==> src/rtl/sbsram_pkg.sv <==
package sbsram_pkg;

  typedef enum logic [2:0] {
    CYC_IDLE     = 3'd0,
    CYC_RD_START = 3'd1,
    CYC_RD_CONT  = 3'd2,
    CYC_RD_HOLD  = 3'd3,
    CYC_WRITE    = 3'd4
  } cycle_e;

  typedef enum logic [1:0] {
    SRC_NONE = 2'd0,
    SRC_EXT  = 2'd1,
    SRC_NEXT = 2'd2,
    SRC_CUR  = 2'd3
  } addr_src_e;

  function automatic logic is_read(cycle_e c);
    return (c == CYC_RD_START) || (c == CYC_RD_CONT) || (c == CYC_RD_HOLD);
  endfunction

endpackage

==> src/rtl/sbsram_sleep_ctl.sv <==
module sbsram_sleep_ctl #(
  parameter int REC_CYC = 2
) (
  input  logic clk_i,
  input  logic rst_ni,
  input  logic zz_i,
  output logic sleep_o,
  output logic recover_o
);
  localparam int CNT_W = $clog2(REC_CYC + 1);

  logic             meta_q, sync_q;
  logic [CNT_W-1:0] rec_q, rec_d;
  logic             exit_now;

  // two-flop synchroniser for the asynchronous sleep request
  always_ff @(posedge clk_i or negedge rst_ni) begin
    if (!rst_ni) begin
      meta_q <= 1'b0;
      sync_q <= 1'b0;
    end else begin
      meta_q <= zz_i;
      sync_q <= meta_q;
    end
  end

  assign exit_now = sync_q & ~meta_q;

  always_comb begin
    rec_d = rec_q;
    if (exit_now)
      rec_d = CNT_W'(REC_CYC);
    else if (rec_q != '0)
      rec_d = rec_q - CNT_W'(1);
  end

  always_ff @(posedge clk_i or negedge rst_ni) begin
    if (!rst_ni) rec_q <= '0;
    else         rec_q <= rec_d;
  end

  assign sleep_o   = sync_q;
  assign recover_o = (rec_q != '0);

  p_sleep_lag_r8: assert property (@(posedge clk_i) disable iff (!rst_ni)
    $rose(sleep_o) |-> $past(zz_i, 2));

  p_wake_lag_r8: assert property (@(posedge clk_i) disable iff (!rst_ni)
    $fell(sleep_o) |-> !$past(zz_i, 2));

  p_recover_follows_exit_r9: assert property (@(posedge clk_i) disable iff (!rst_ni)
    $fell(sleep_o) |-> recover_o);

  p_no_recover_asleep_r9: assert property (@(posedge clk_i) disable iff (!rst_ni)
    sleep_o |-> !recover_o);

endmodule

==> src/rtl/sbsram_cycle_dec.sv <==
module sbsram_cycle_dec
  import sbsram_pkg::*;
(
  input  logic      clk_i,
  input  logic      rst_ni,
  input  logic      block_i,
  input  logic      ce1_ni,
  input  logic      ce2_i,
  input  logic      ce3_ni,
  input  logic      adsp_ni,
  input  logic      adsc_ni,
  input  logic      adv_ni,
  input  logic      wr_req_i,
  output cycle_e    cycle_o,
  output addr_src_e src_o,
  output logic      cnt_en_o
);
  logic selected;
  logic adsp_live;

  assign selected  = ~ce1_ni & ce2_i & ~ce3_ni;
  // processor strobe only counts while the first enable is active
  assign adsp_live = ~adsp_ni & ~ce1_ni;

  always_comb begin
    cycle_o  = CYC_IDLE;
    src_o    = SRC_NONE;
    cnt_en_o = 1'b0;
    if (block_i) begin
      cycle_o = CYC_IDLE;
    end else if (adsp_live) begin
      if (selected) begin
        cycle_o = CYC_RD_START;
        src_o   = SRC_EXT;
      end
    end else if (!adsc_ni) begin
      if (selected) begin
        cycle_o = wr_req_i ? CYC_WRITE : CYC_RD_START;
        src_o   = SRC_EXT;
      end
    end else if (!adv_ni) begin
      cycle_o  = wr_req_i ? CYC_WRITE : CYC_RD_CONT;
      src_o    = SRC_NEXT;
      cnt_en_o = 1'b1;
    end else begin
      cycle_o = wr_req_i ? CYC_WRITE : CYC_RD_HOLD;
      src_o   = SRC_CUR;
    end
  end

  p_ext_needs_sel_r1: assert property (@(posedge clk_i) disable iff (!rst_ni)
    (src_o == SRC_EXT) |-> (!ce1_ni && ce2_i && !ce3_ni));

  p_adsp_reads_r3: assert property (@(posedge clk_i) disable iff (!rst_ni)
    (!block_i && !adsp_ni && !ce1_ni && ce2_i && !ce3_ni) |-> (cycle_o == CYC_RD_START));

  p_step_on_next_r5: assert property (@(posedge clk_i) disable iff (!rst_ni)
    cnt_en_o |-> (src_o == SRC_NEXT && adsc_ni && !adv_ni));

  p_hold_keeps_addr_r6: assert property (@(posedge clk_i) disable iff (!rst_ni)
    (cycle_o == CYC_RD_HOLD) |-> (src_o == SRC_CUR && adv_ni && !cnt_en_o));

endmodule

==> src/rtl/sbsram_cycle_ctrl.sv <==
module sbsram_cycle_ctrl
  import sbsram_pkg::*;
#(
  parameter int REC_CYC = 2
) (
  input  logic       clk_i,
  input  logic       rst_ni,
  input  logic       ce1_ni,
  input  logic       ce2_i,
  input  logic       ce3_ni,
  input  logic       adsp_ni,
  input  logic       adsc_ni,
  input  logic       adv_ni,
  input  logic       wr_req_i,
  input  logic       oe_ni,
  input  logic       zz_i,
  output logic [2:0] cycle_o,
  output logic [1:0] addr_sel_o,
  output logic       burst_adv_o,
  output logic       sleep_o,
  output logic       recover_o,
  output logic       dq_oe_o,
  output logic       proto_err_o
);
  cycle_e    cyc;
  addr_src_e src;
  logic      cnt_en;
  logic      asleep, recov, blocked, any_active;

  sbsram_sleep_ctl #(.REC_CYC(REC_CYC)) u_sleep (
    .clk_i     (clk_i),
    .rst_ni    (rst_ni),
    .zz_i      (zz_i),
    .sleep_o   (asleep),
    .recover_o (recov)
  );

  assign blocked = asleep | recov;

  sbsram_cycle_dec u_dec (
    .clk_i    (clk_i),
    .rst_ni   (rst_ni),
    .block_i  (blocked),
    .ce1_ni   (ce1_ni),
    .ce2_i    (ce2_i),
    .ce3_ni   (ce3_ni),
    .adsp_ni  (adsp_ni),
    .adsc_ni  (adsc_ni),
    .adv_ni   (adv_ni),
    .wr_req_i (wr_req_i),
    .cycle_o  (cyc),
    .src_o    (src),
    .cnt_en_o (cnt_en)
  );

  assign any_active = ~ce1_ni | ce2_i | ~ce3_ni | ~adsp_ni | ~adsc_ni;

  assign cycle_o     = cyc;
  assign addr_sel_o  = src;
  assign burst_adv_o = cnt_en;
  assign sleep_o     = asleep;
  assign recover_o   = recov;
  // output enable is not registered: the bus gate follows oe_ni at once
  assign dq_oe_o     = is_read(cyc) & ~oe_ni;
  assign proto_err_o = recov & any_active;

  p_block_idle_r8: assert property (@(posedge clk_i) disable iff (!rst_ni)
    (sleep_o || recover_o) |-> (cycle_o == 3'd0 && !burst_adv_o && !dq_oe_o));

  p_dq_float_r7: assert property (@(posedge clk_i) disable iff (!rst_ni)
    (oe_ni || cycle_o == 3'd0 || cycle_o == 3'd4) |-> !dq_oe_o);

  p_err_in_window_r10: assert property (@(posedge clk_i) disable iff (!rst_ni)
    proto_err_o |-> recover_o);

endmodule

==> config.mk <==
export PLATFORM = sky130hd
export DESIGN_NAME = sbsram_cycle_ctrl
export DESIGN_NICKNAME = d
export VERILOG_FILES = /design/src/rtl/sbsram_pkg.sv /design/src/rtl/sbsram_sleep_ctl.sv /design/src/rtl/sbsram_cycle_dec.sv /design/src/rtl/sbsram_cycle_ctrl.sv
export SDC_FILE = /design/constraint.sdc
export NUM_CORES = 1
export LEC_CHECK = 0
export BUFFER_PORTS_ARGS = -buffer_cell sky130_fd_sc_hd__buf_2
export CAP_MARGIN = 20
export CORE_AREA = 5 5 42 44
export DETAILED_ROUTE_END_ITERATION = 16
export DIE_AREA = 0 0 47 49
export GPL_ROUTABILITY_DRIVEN = 0
export SLEW_MARGIN = 15
export SYNTH_ARGS = -nofsm -noshare
export SYNTH_HDL_FRONTEND = slang
export SYNTH_SLANG_ARGS = --single-unit
export TNS_END_PERCENT = 100
==> constraint.sdc <==
create_clock -name clk_i -period 1.7 [get_ports clk_i]
set_input_delay 0.34 -clock clk_i [delete_from_list [all_inputs] [get_ports clk_i]]
set_output_delay 0.34 -clock clk_i [all_outputs]
set_load 0.02 [all_outputs]
==> impl_metrics.yaml <==
final_layout:
  area_growth_pct: 94.09
  diodes: 0
  fin_util_pct: 41.07
  final_area_um2: 575.6
  regArea_um2: 100.1
  multi_input_comb_area_um2: 215.2
  final_cells: 79
  nets: 77
  layout-drive-gt1-share_pct: 65.08
  fillers: 157
floorplanning:
  die_h_um: 49
  coreArea_mm2: 0.001401
  initial_core_util_pct: 21.16
  num_rows: 14
  ios: 21
  die_w_um: 47
  die_area_mm2: 0.002303
detailed_routing:
  vias: 345
  vias_per_cell: 4.367
  ant_nets: 0
  routed_wl_um: 863
  route.detailed.drc: 0
  drt-pass1-iter-count: 2
  drt-initial-drc-count: 1
  post_drt_wl_per_cell_um: 10.92
job:
  drv_cap: 0
critical_path:
  cp-start-kind: "flip-flop"
  ff2ff_setup_slack_ps: 660
  cp.required_ps: 1360
  r2r_start: "u_sleep.rec_q[0]"
  path_class: "flip-flop to output pin"
  end_kind: "output pin"
  worstPathArrival_ps: 1550
  critPathLaunch: "u_sleep.rec_q[1]"
  cp_max_fo: 3
  crit_end: "dq_oe_o"
  ff2ff_path_depth: 5
  reg2reg_to: "u_sleep.rec_q[0]"
timing:
  skew_ps: 0.4928
  min_period_over_period_pct: 111.1
  hold_viol_final: 0
  finalSetupTns_ps: -455.1
  slew_viol_final: 0
  post-route-min-period_ps: 1889
  max_freq_mhz: 529.3
  finalSetupViolCount: 6
  tightest_slew_ps: 273.4
  hold_ws_ps: 218.1
  setup_ws_ps: -189.4
  rsz0062_at_grt: "yes"
  slew_headroom_pct: 81.77
yosys:
  yosys-top-cells-area: "dfrtp_1 34%, inv_1 8.9%, nor2_1 5.1%"
  yosysTopAreaCell: "dfrtp_1"
  synth_top_area_share_pct: 33.76
  yosysUniqueCellTypes: 21
  ys.flop_type: "dfrtp_1"
  ys_seq_area_share_pct: 33.76
  syn_area_per_cell_um2: 8.986
  synth_area_um2: 296.5
  synth_fp_nets: 45
  async_flop_share_pct: 100.0
  synthTopCellsByCount: "7 x inv_1, 4 x dfrtp_1, 4 x nor2_1"
  synth_cells: 33
  synth.ff_latch_count: 4
  yosys_warnings: 0
  synth_edf_count: 0
  synth_most_common_cell: "inv_1"
placement:
  dp.cells: 73
  io_buffers: 20
  dp_hpwl_um: 668.7
  post_dp_cell_area_um2: 473.0
  place_ws_ps: -41.06
global_routing:
  grt_overflow: 0
  grt_pass1_vias: 368
  antenna_found_initial: 0
  grt_pass1_wl_um: 1414
  grt_max_degree: 6
  grt_usage_pct: 8.345
worst_hold_path:
  hold_path_class: "input pin to flip-flop"
  min_from: "zz_i"
power:
  internal_power_uw: 377.1
  power_frac_seq_pct: 23.6
  ir_worst_vdd_mv: 0.4772
  sw_frac_of_total_pct: 38.26
  power.clock.fraction_pct: 18.4
  combPwrFrac_pct: 58.1
  total_power_uw: 610.8
  p_sw_uw: 233.7
  leakage_nw: 0.2950
  powerDensity_mw_per_mm2: 1061
outcome:
  violations: "setup timing"
  status: "finished with violations"
cts:
  clk_pin_slew_ps: 40
  h-tree-depth: 1
  clk_path_buf_depth: 2
  cts.sinks: 4
  clkLatencyLatePin_ps: 230
  cts.root.buffer_cell: "clkbuf_4"
  cts_tree: "done"
  numCtsBuffers: 3
==> worst max-delay path: stages, from the launching register on <==
cell and delay (ps):
dfrtp_1 380, inv_2 80, ha_4 120, and2b_2 170, o21ai_2 80, a211oi_4 190
o211a_1 180, buf_6 120
==> cell usage in the layout, fill, tap and decap left out <==
cell type / count
and4b_1: 1
or2_1: 1
o21ai_2: 1
dlygate4sd3_1: 1
inv_2: 3
buf_6: 5
nor2_4: 2
o211a_1: 1
nand2b_1: 1
nor2_1: 2
o221ai_1: 1
ha_4: 1
and2b_2: 1
nor4b_2: 1
inv_1: 4
clkbuf_4: 3
nand2_1: 1
o21a_1: 1
dfrtp_1: 4
xnor2_1: 1
buf_4: 8
nor2b_4: 1
o2bb2ai_1: 1
nand3_2: 1
a21oi_1: 1
o2111ai_1: 1
a211oi_4: 1
buf_2: 13
==> per-layer routing <==
layer / track usage [%] / wire, um / part of all wire [%] / vias up
met3: 1.107 / 80 / 9.3 / 0
li1: - / - / - / 173
met1: 7.795 / 313 / 36 / 160
met5: 0 / 0 / 0 / -
met4: 5.530 / 0 / 0 / 0
met2: 15.38 / 469 / 54 / 12
==> cell type report <==
| type | count | area share, % |
|---|---|---|
| flip-flops and latches | 4 | 17.39 |
| clock buffers | 3 | 3.913 |
| repair buffers | 27 | 33.26 |
| multi-input cells | 22 | 37.39 |
| well taps | 16 | 3.478 |
| inverters | 7 | 4.565 |
==> sequential cells by signal, indices dropped and copies added (netlist names) <==
signal,cells
u_sleep.sleep_o,1
u_sleep.rec_q,2
u_sleep.meta_q,1
==> logic make-up after synthesis <==
group	share of synthesized area, %
flip-flops	33.76
AO/OA/AOI/OAI	22.36
buffers and inverters	8.862
adder cells (fa/ha/maj)	4.219
AND/OR/NAND/NOR	27.84
XOR/XNOR	2.954
==> power by group through the flow <==
stage,combinational [mW],clock (mW),sequential (mW)
6_report,0.355,0.112,0.144
3_3_place_gp,0.302,0,0.143
5_1_grt,0.389,0.126,0.145
2_1_floorplan,0.213,0,0.143
3_5_place_dp,0.314,0,0.144
4_1_cts,0.335,0.119,0.143
==> worst min path at each step <==
stage	cells after the start	end
floorplan	0	u_sleep.meta_q
global placement	1	u_sleep.sleep_o
detailed placement	1	u_sleep.rec_q[0]
CTS	1	u_sleep.meta_q
global route	1	u_sleep.meta_q
finish	1	u_sleep.meta_q
==> repair_timing <==
item | in CTS | in global routing
endpoints found under the setup margin | 6 | 7
pin swaps | 2 | 1
buffers inserted | 0 | 2
resized for setup | 14 | 4
hold buffers | 1 | 0
hold endpoints to repair | 4 | 0
No activity file was read; power rests on OpenSTA's default activity.
